===== config.mk =====
export PLATFORM = sky130hd
export DESIGN_NAME = cap_timer_top
export DESIGN_NICKNAME = d
export VERILOG_FILES = /design/src/rtl/cap_pkg.sv /design/src/rtl/cap_free_counter.sv /design/src/rtl/cap_pin_filter.sv /design/src/rtl/cap_channel.sv /design/src/rtl/cap_timer_top.sv
export SDC_FILE = /design/constraint.sdc
export NUM_CORES = 1
export LEC_CHECK = 0
export BUFFER_PORTS_ARGS = -buffer_cell sky130_fd_sc_hd__buf_2
export CAP_MARGIN = 20
export CORE_AREA = 2 2 95 60
export DETAILED_ROUTE_END_ITERATION = 8
export DIE_AREA = 0 0 97 62
export PLACE_DENSITY = 0.77
export SYNTH_ARGS = -nofsm -noshare
export SYNTH_HDL_FRONTEND = slang
export SYNTH_HIERARCHICAL = 1
export SYNTH_SLANG_ARGS = --single-unit

===== constraint.sdc =====
create_clock -name clk -period 2.6 [get_ports clk]
set_input_delay 0 -clock clk [delete_from_list [all_inputs] [get_ports clk]]
set_output_delay 0 -clock clk [all_outputs]
set_load 0.01 [all_outputs]

===== src/rtl/cap_pkg.sv =====
package cap_pkg;
  typedef enum logic [1:0] {
    EDGE_FALL = 2'b00,
    EDGE_RISE = 2'b01,
    EDGE_OFF  = 2'b10,
    EDGE_BOTH = 2'b11
  } edge_sel_e;
endpackage


===== src/rtl/cap_free_counter.sv =====
module cap_free_counter #(
  parameter int W = 16
) (
  input  logic         clk,
  input  logic         rst,
  input  logic         run,
  input  logic         tick,
  input  logic         ovf_clr,
  output logic [W-1:0] count,
  output logic         ovf
);
  localparam logic [W-1:0] TOP = {W{1'b1}};

  logic wrap;
  assign wrap = run && tick && (count == TOP);

  always_ff @(posedge clk) begin
    if (rst) begin
      count <= '0;
    end else if (!run) begin
      count <= '0;
    end else if (tick) begin
      count <= count + 1'b1;
    end
  end

  // the wrap event takes priority over a clear that arrives in the same cycle
  always_ff @(posedge clk) begin
    if (rst) begin
      ovf <= 1'b0;
    end else if (wrap) begin
      ovf <= 1'b1;
    end else if (ovf_clr) begin
      ovf <= 1'b0;
    end
  end
endmodule


===== src/rtl/cap_pin_filter.sv =====
module cap_pin_filter #(
  parameter int SYNC = 2
) (
  input  logic clk,
  input  logic rst,
  input  logic tick,
  input  logic pin,
  output logic rise_p,
  output logic fall_p
);
  logic [SYNC-1:0] sync_q;
  logic            synced;
  logic            samp_q;
  logic            level_q;

  always_ff @(posedge clk) begin
    if (rst) sync_q <= '0;
    else     sync_q <= {sync_q[SYNC-2:0], pin};
  end
  assign synced = sync_q[SYNC-1];

  // a new level is accepted only when two successive tick samples agree on it
  always_ff @(posedge clk) begin
    if (rst) begin
      samp_q  <= 1'b0;
      level_q <= 1'b0;
      rise_p  <= 1'b0;
      fall_p  <= 1'b0;
    end else begin
      rise_p <= 1'b0;
      fall_p <= 1'b0;
      if (tick) begin
        samp_q <= synced;
        if (synced == samp_q && synced != level_q) begin
          level_q <= synced;
          rise_p  <= synced;
          fall_p  <= !synced;
        end
      end
    end
  end
endmodule


===== src/rtl/cap_channel.sv =====
module cap_channel
  import cap_pkg::*;
#(
  parameter int W = 16
) (
  input  logic         clk,
  input  logic         rst,
  input  logic         run,
  input  logic         rise_p,
  input  logic         fall_p,
  input  edge_sel_e    sel,
  input  logic [W-1:0] count,
  output logic [W-1:0] cap,
  output logic         irq
);
  logic hit;
  logic qual;

  always_comb begin
    case (sel)
      EDGE_FALL: hit = fall_p;
      EDGE_RISE: hit = rise_p;
      EDGE_BOTH: hit = rise_p | fall_p;
      default:   hit = 1'b0;
    endcase
  end
  assign qual = run & hit;

  always_ff @(posedge clk) begin
    if (rst) begin
      cap <= '0;
      irq <= 1'b0;
    end else begin
      irq <= qual;
      if (qual) cap <= count;
    end
  end
endmodule


===== src/rtl/cap_timer_top.sv =====
module cap_timer_top
  import cap_pkg::*;
#(
  parameter int W    = 16,
  parameter int SYNC = 2
) (
  input  logic         clk,
  input  logic         rst,
  input  logic         run,
  input  logic         tick,
  input  logic         in0,
  input  logic         in1,
  input  logic [1:0]   sel0,
  input  logic [1:0]   sel1,
  input  logic         ovf_clr,
  output logic [W-1:0] cap0,
  output logic [W-1:0] cap1,
  output logic         irq0,
  output logic         irq1,
  output logic         ovf
);
  localparam int NCH = 2;

  logic [W-1:0]   cnt_q;
  logic [NCH-1:0] pin_vec;
  logic [1:0]     sel_vec [NCH];
  logic [NCH-1:0] rise_vec, fall_vec, irq_vec;
  logic [W-1:0]   cap_vec [NCH];

  assign pin_vec    = {in1, in0};
  assign sel_vec[0] = sel0;
  assign sel_vec[1] = sel1;

  cap_free_counter #(.W(W)) u_cnt (
    .clk(clk), .rst(rst), .run(run), .tick(tick), .ovf_clr(ovf_clr),
    .count(cnt_q), .ovf(ovf)
  );

  for (genvar i = 0; i < NCH; i++) begin : g_ch
    cap_pin_filter #(.SYNC(SYNC)) u_flt (
      .clk(clk), .rst(rst), .tick(tick), .pin(pin_vec[i]),
      .rise_p(rise_vec[i]), .fall_p(fall_vec[i])
    );
    cap_channel #(.W(W)) u_ch (
      .clk(clk), .rst(rst), .run(run),
      .rise_p(rise_vec[i]), .fall_p(fall_vec[i]),
      .sel(edge_sel_e'(sel_vec[i])), .count(cnt_q),
      .cap(cap_vec[i]), .irq(irq_vec[i])
    );
  end

  // crossed mapping: input 0 feeds register 1, input 1 feeds register 0
  assign cap1 = cap_vec[0];
  assign irq1 = irq_vec[0];
  assign cap0 = cap_vec[1];
  assign irq0 = irq_vec[1];
endmodule


== Word level (Yosys, flattened, before mapping) ==
Cells that the tools add are included.

* Add/sub/neg operators: 1
* Eq/ne operators: 9
* Muxes and demuxes: 4
* Bitwise logic cells: 8
* Reduce and logical (&&, ||, !) cells: 14

{| class="wikitable"
|+ Operators with widths
! kind !! count
|-
| 16-bit by 1-bit adder with 16-bit output, second input constant || 1
|-
| 16-bit == test, second input constant || 1
|-
| 1-bit case mux with 3 select lines || 2
|-
| 3-bit OR reduction || 2
|-
| 2-bit by 1-bit == test with 1-bit output, second input constant || 2
|-
| 2-bit == test, second input constant || 2
|-
| 1-bit logical AND || 4
|-
| 2-bit logical NOT || 2
|-
| 1-bit inverter || 4
|-
| 2-bit AND reduction || 2
|-
| 1-bit bitwise AND || 2
|-
| 1-bit == test || 2
|-
| 1-bit logical NOT || 2
|-
| 1-bit 2-to-1 mux || 2
|-
| 1-bit inequality test || 2
|-
| 1-bit bitwise OR || 2
|-
| 2-bit nonzero test || 1
|-
| 2-bit OR reduction || 1
|}

* Register bits after elaboration: 63
* Output and inout port bits: 35
* Logic and storage cells: 52

== Longest topological paths before layout ==
* Word-level depth: 4
* Mapped depth: 4

== Modules after synthesis ==
The synthesis kept the hierarchy.

{| class="wikitable"
|+ Modules (own cells, without submodules)
! module !! instances !! cells each !! area each (sq um) !! sequential area each (sq um)
|-
| cap_channel || 2 || 74 || 772.0 || 340.3
|-
| cap_free_counter || 1 || 91 || 812.0 || 340.3
|-
| cap_pin_filter || 2 || 19 || 201.4 || 120.1
|}

== Worst setup path before layout ==
No wires, ideal clock.

* Path kind: reg2reg
* From: reg u_cnt.count[0]
* To: reg u_cnt.count[14]
* Setup time: 0.118 ns
* Data arrival time: 1.426 ns
* Slack: 1.056 ns
* Cell stages (with the launch flop): 5
* Clock period less this slack: 1.544 ns
* Cell sequence: dfxtp_1 -> ha_1 -> nand3_2 -> or4_4 -> mux2i_1

* Cells in the longest elaborated chain, start to end: 1

{| class="wikitable"
|+ RTL lines
! what !! line !! RTL
|-
| start, declared || cap_free_counter.sv:9 || <nowiki>output logic [W-1:0] count,</nowiki>
|-
| start signal, assigned || cap_free_counter.sv:23 || <nowiki>count <= count + 1'b1;</nowiki>
|-
| 16-bit by 1-bit adder with 16-bit output || cap_free_counter.sv:23 ||
|}

Every way passes these cells.
A chain may end at the register's enable or synchronous reset.

== Worst setup path in the final report ==
* From: reg u_cnt.count[3]
* To: reg u_cnt.count[14]

Same word-level chain as after synthesis.

==> impl_metrics.csv <==
group,metric,value,unit
synth,yosys_warnings,6,
drt,vias_per_cell,5.08,
pwr,peakVddDrop,0.346,mV
floorplan,num_rows,21,
global_route,grt_use_met1,28.5,%
timing,maxSlewViolCount,0,
synth,synth_xor_xnor_area_share,1.90,%
synth,syn_nets,289,
timing,rsz0062_at_grt,"no",
drt,ant_nets,0,
global_route,grt_pass1_wl,8990,um
global_route,grt_usage,19.4,%
drt,drc_errors,0,
synth,ys_seq_elements,63,
floorplan,coreArea,5280,um2
outcome,outcome,"completed",
floorplan,ios,46,
synth,synth_cells,277,
synth,muxShareOfSynthArea,14.1,%
global_route,busiest_layer,"met1",
place,gp_congestion,0.808,
pwr,p_per_area,563,nW/um2
clocking,cts_buffers,9,
floorplan,die_h,62,um
clocking,cts_sinks,63,
layout,area_growth,16.1,%
timing,clock_skew,8.04,ps
critical_path,start_kind,"flop",
timing,setup-tns-final,0,ps
drt,wire_per_inst,13.5,um
min_path,hold_class,"input port to flop",
timing,worst-slew-pin-transition,679,ps
global_route,overflow,0,
clocking,ctsLongestPathBuffers,2,
synth,synth_top_family_by_area,"simple AND/OR/NAND/NOR gates",
clocking,post_cts_buffers,0,
critical_path,path_class,"flop to flop",
global_route,met3_usage,8.72,%
clocking,htreeDepth,3,
clocking,clkSlewWorstSetupHoldPaths,70,ps
drt,vias,2021,
layout,antennaDiodeCount,0,
place,portBuffers,45,
drt,drt_wl_total,5370,um
layout,multi_input_area,1400,um2
synth,synth_fa_ha_area_share,0.454,%
layout,register_area,1260,um2
global_route,grt_use_met2,25.2,%
critical_path,endpoint_kind,"flop",
drt,drt_iter0_drc,180,
floorplan,die-area,6010,um2
critical_path,path_max_fanout,14,
layout,fin_util,60.6,%
synth,syn_area,2760,um2
critical_path,required,2820,ps
critical_path,arrival,1920,ps
timing,final-setup-viol-count,0,
timing,finalHoldViolCount,0,
floorplan,die_w,97,um
pwr,p_total,0.00180,W
global_route,grt_antenna_before_repair,0,
timing,period_minus_slack,1700,ps
synth,yosys.area_share.simple,28.8,%
synth,yosysSeqAreaShare,45.7,%
timing,slew_headroom,54.6,%
drt,drtPass1Iterations,4,
place,hpwl,3540,um
clocking,clock-root-buffer,"clkbuf_8",
timing,timing.fmax,589,MHz
layout,finish.net_count,337,
global_route,grt_pass1_vias,1823,
layout,drive_gt1_share,20.1,%
clocking,clkLatencyLatePin,340,ps
synth,avgSynthCellArea,9.96,um2
synth,synth_compound_area_share,5.44,%
layout,fill_cells,458,
synth,synth_cell_types,34,
global_route,grt_max_degree,50,
timing,fin_crit_sh,65.3,%
pwr,power.leakage,1.16,nW
clocking,cts_tree,"done",
job,drv_cap,0,
floorplan,initial_core_util,52.2,%
## cell usage in the layout (no fill, tap or decap), drive strengths merged, types with 3 or more instances in the layout
cell type	instances
nor2b	5
or4	5
dfxtp	63
clkbuf	15
nor2	8
nor4	5
mux2i	39
and2b	4
nor3	3
o21ai	5
nand2	13
nand4	5
buf	46
a21oi	8
nand2b	71
xor2	4
dlygate4sd3	3
inv	4
o31ai	4
nand3	7
## per-stage QoR
stage	hold slack, ps	worst slack [ps]	cell area, um2	instances
floorplan	72.4	1060	2760	277
global placement	203	992	3000	380
detailed placement	210	920	3000	380
CTS	91.4	903	3200	398
global route	123	788	3200	398
finish	109	902	3200	398
## metal layers
layer | vias up | part of all wire (%)
met1 | 914 | 55
met5 | - | 0
met3 | 8 | 7.0
li1 | 1036 | -
met4 | 0 | 1.2
met2 | 63 | 37
## critical path, stage by stage, from the launching register on
cell,delay [ps]
dfxtp_1,500
nand4_2,330
or4_4,620
mux2i_1,130
## synth_stat cells
library cell | n | area, um2
or3_1 | 1 | 6.26
buf_4 | 1 | 7.51
nor2b_1 | 5 | 31.3
o21a_1 | 2 | 15.0
or3_2 | 1 | 7.51
buf_2 | 1 | 5.00
and2b_1 | 4 | 30.0
xnor2_1 | 2 | 17.5
clkbuf_1 | 8 | 30.0
nand2_1 | 13 | 48.8
a21oi_1 | 8 | 40.0
nand4_2 | 2 | 25.0
mux2i_1 | 39 | 390
o21ai_1 | 1 | 5.00
or4_4 | 1 | 11.3
nor3_1 | 3 | 15.0
nand3_1 | 6 | 30.0
o21ai_0 | 2 | 10.0
xor2_1 | 4 | 35.0
nor4_1 | 5 | 31.3
nand4_1 | 3 | 18.8
o31ai_1 | 4 | 30.0
nand3_2 | 1 | 10.0
o21ai_4 | 2 | 32.5
or2b_1 | 2 | 15.0
ha_1 | 1 | 12.5
nor2_1 | 8 | 30.0
and4_2 | 1 | 10.0
buf_12 | 2 | 40.0
o32ai_1 | 2 | 17.5
inv_1 | 4 | 15.0
or4_1 | 4 | 30.0
nand2b_1 | 71 | 444
dfxtp_1 | 63 | 1260
## report_power, final
group / leakage (nW) / total (W) / switching (W) / internal [W]
clock: 0.0898 / 0.000760 / 0.000339 / 0.000420
combinational: 0.566 / 0.0000696 / 0.0000352 / 0.0000344
sequential: 0.508 / 0.000975 / 0.00000441 / 0.000970
## area by class of cell
class	count	area share [%]
Tap cell	69	2.70
Sequential cell	63	39.4
Clock buffer	15	5.51
Multi-Input combinational cell	198	43.7
Timing Repair Buffer	49	8.21
Inverter	4	0.469
## final timing paths
kind                                            from                                 end  slack [ps]  cells after the start
setup / recovery         u_cnt/count[3]$_SDFFE_PP0P_        u_cnt/count[14]$_SDFFE_PP0P_         900                      3
hold / removal                                  tick     g_ch[1].u_flt/rise_p$_SDFF_PP0_         110                      3
setup reg to reg         u_cnt/count[3]$_SDFFE_PP0P_        u_cnt/count[14]$_SDFFE_PP0P_         900                      3
hold reg to reg   g_ch[0].u_flt/sync_q[0]$_SDFF_PP0_  g_ch[0].u_flt/sync_q[1]$_SDFF_PP0_         430                      1
## sequential cells by signal, summed over array words and instances (netlist names)
name and count:
u_cnt/count 16, g_ch.u_flt/rise_p 2, g_ch.u_flt/samp_q 2, g_ch.u_ch/irq 2, g_ch.u_flt/sync_q 4, g_ch.u_ch/cap 32
u_cnt/ovf 1, g_ch.u_flt/fall_p 2, g_ch.u_flt/level_q 2
## repair_timing
item                                   in CTS  in global routing
resized for setup                           0                  0
hold buffers                                3                  0
endpoints found under the hold margin       3                  0
## cells by family after synthesis
| group | Yosys count |
|---|---|
| AO/OA/AOI/OAI | 21 |
| XOR/XNOR | 6 |
| adder cells (fa/ha/maj) | 1 |
| buffers and inverters | 16 |
| flip-flops | 63 |
| multiplexers | 39 |
| AND/OR/NAND/NOR | 131 |
(Power assumes the default switching activity.)
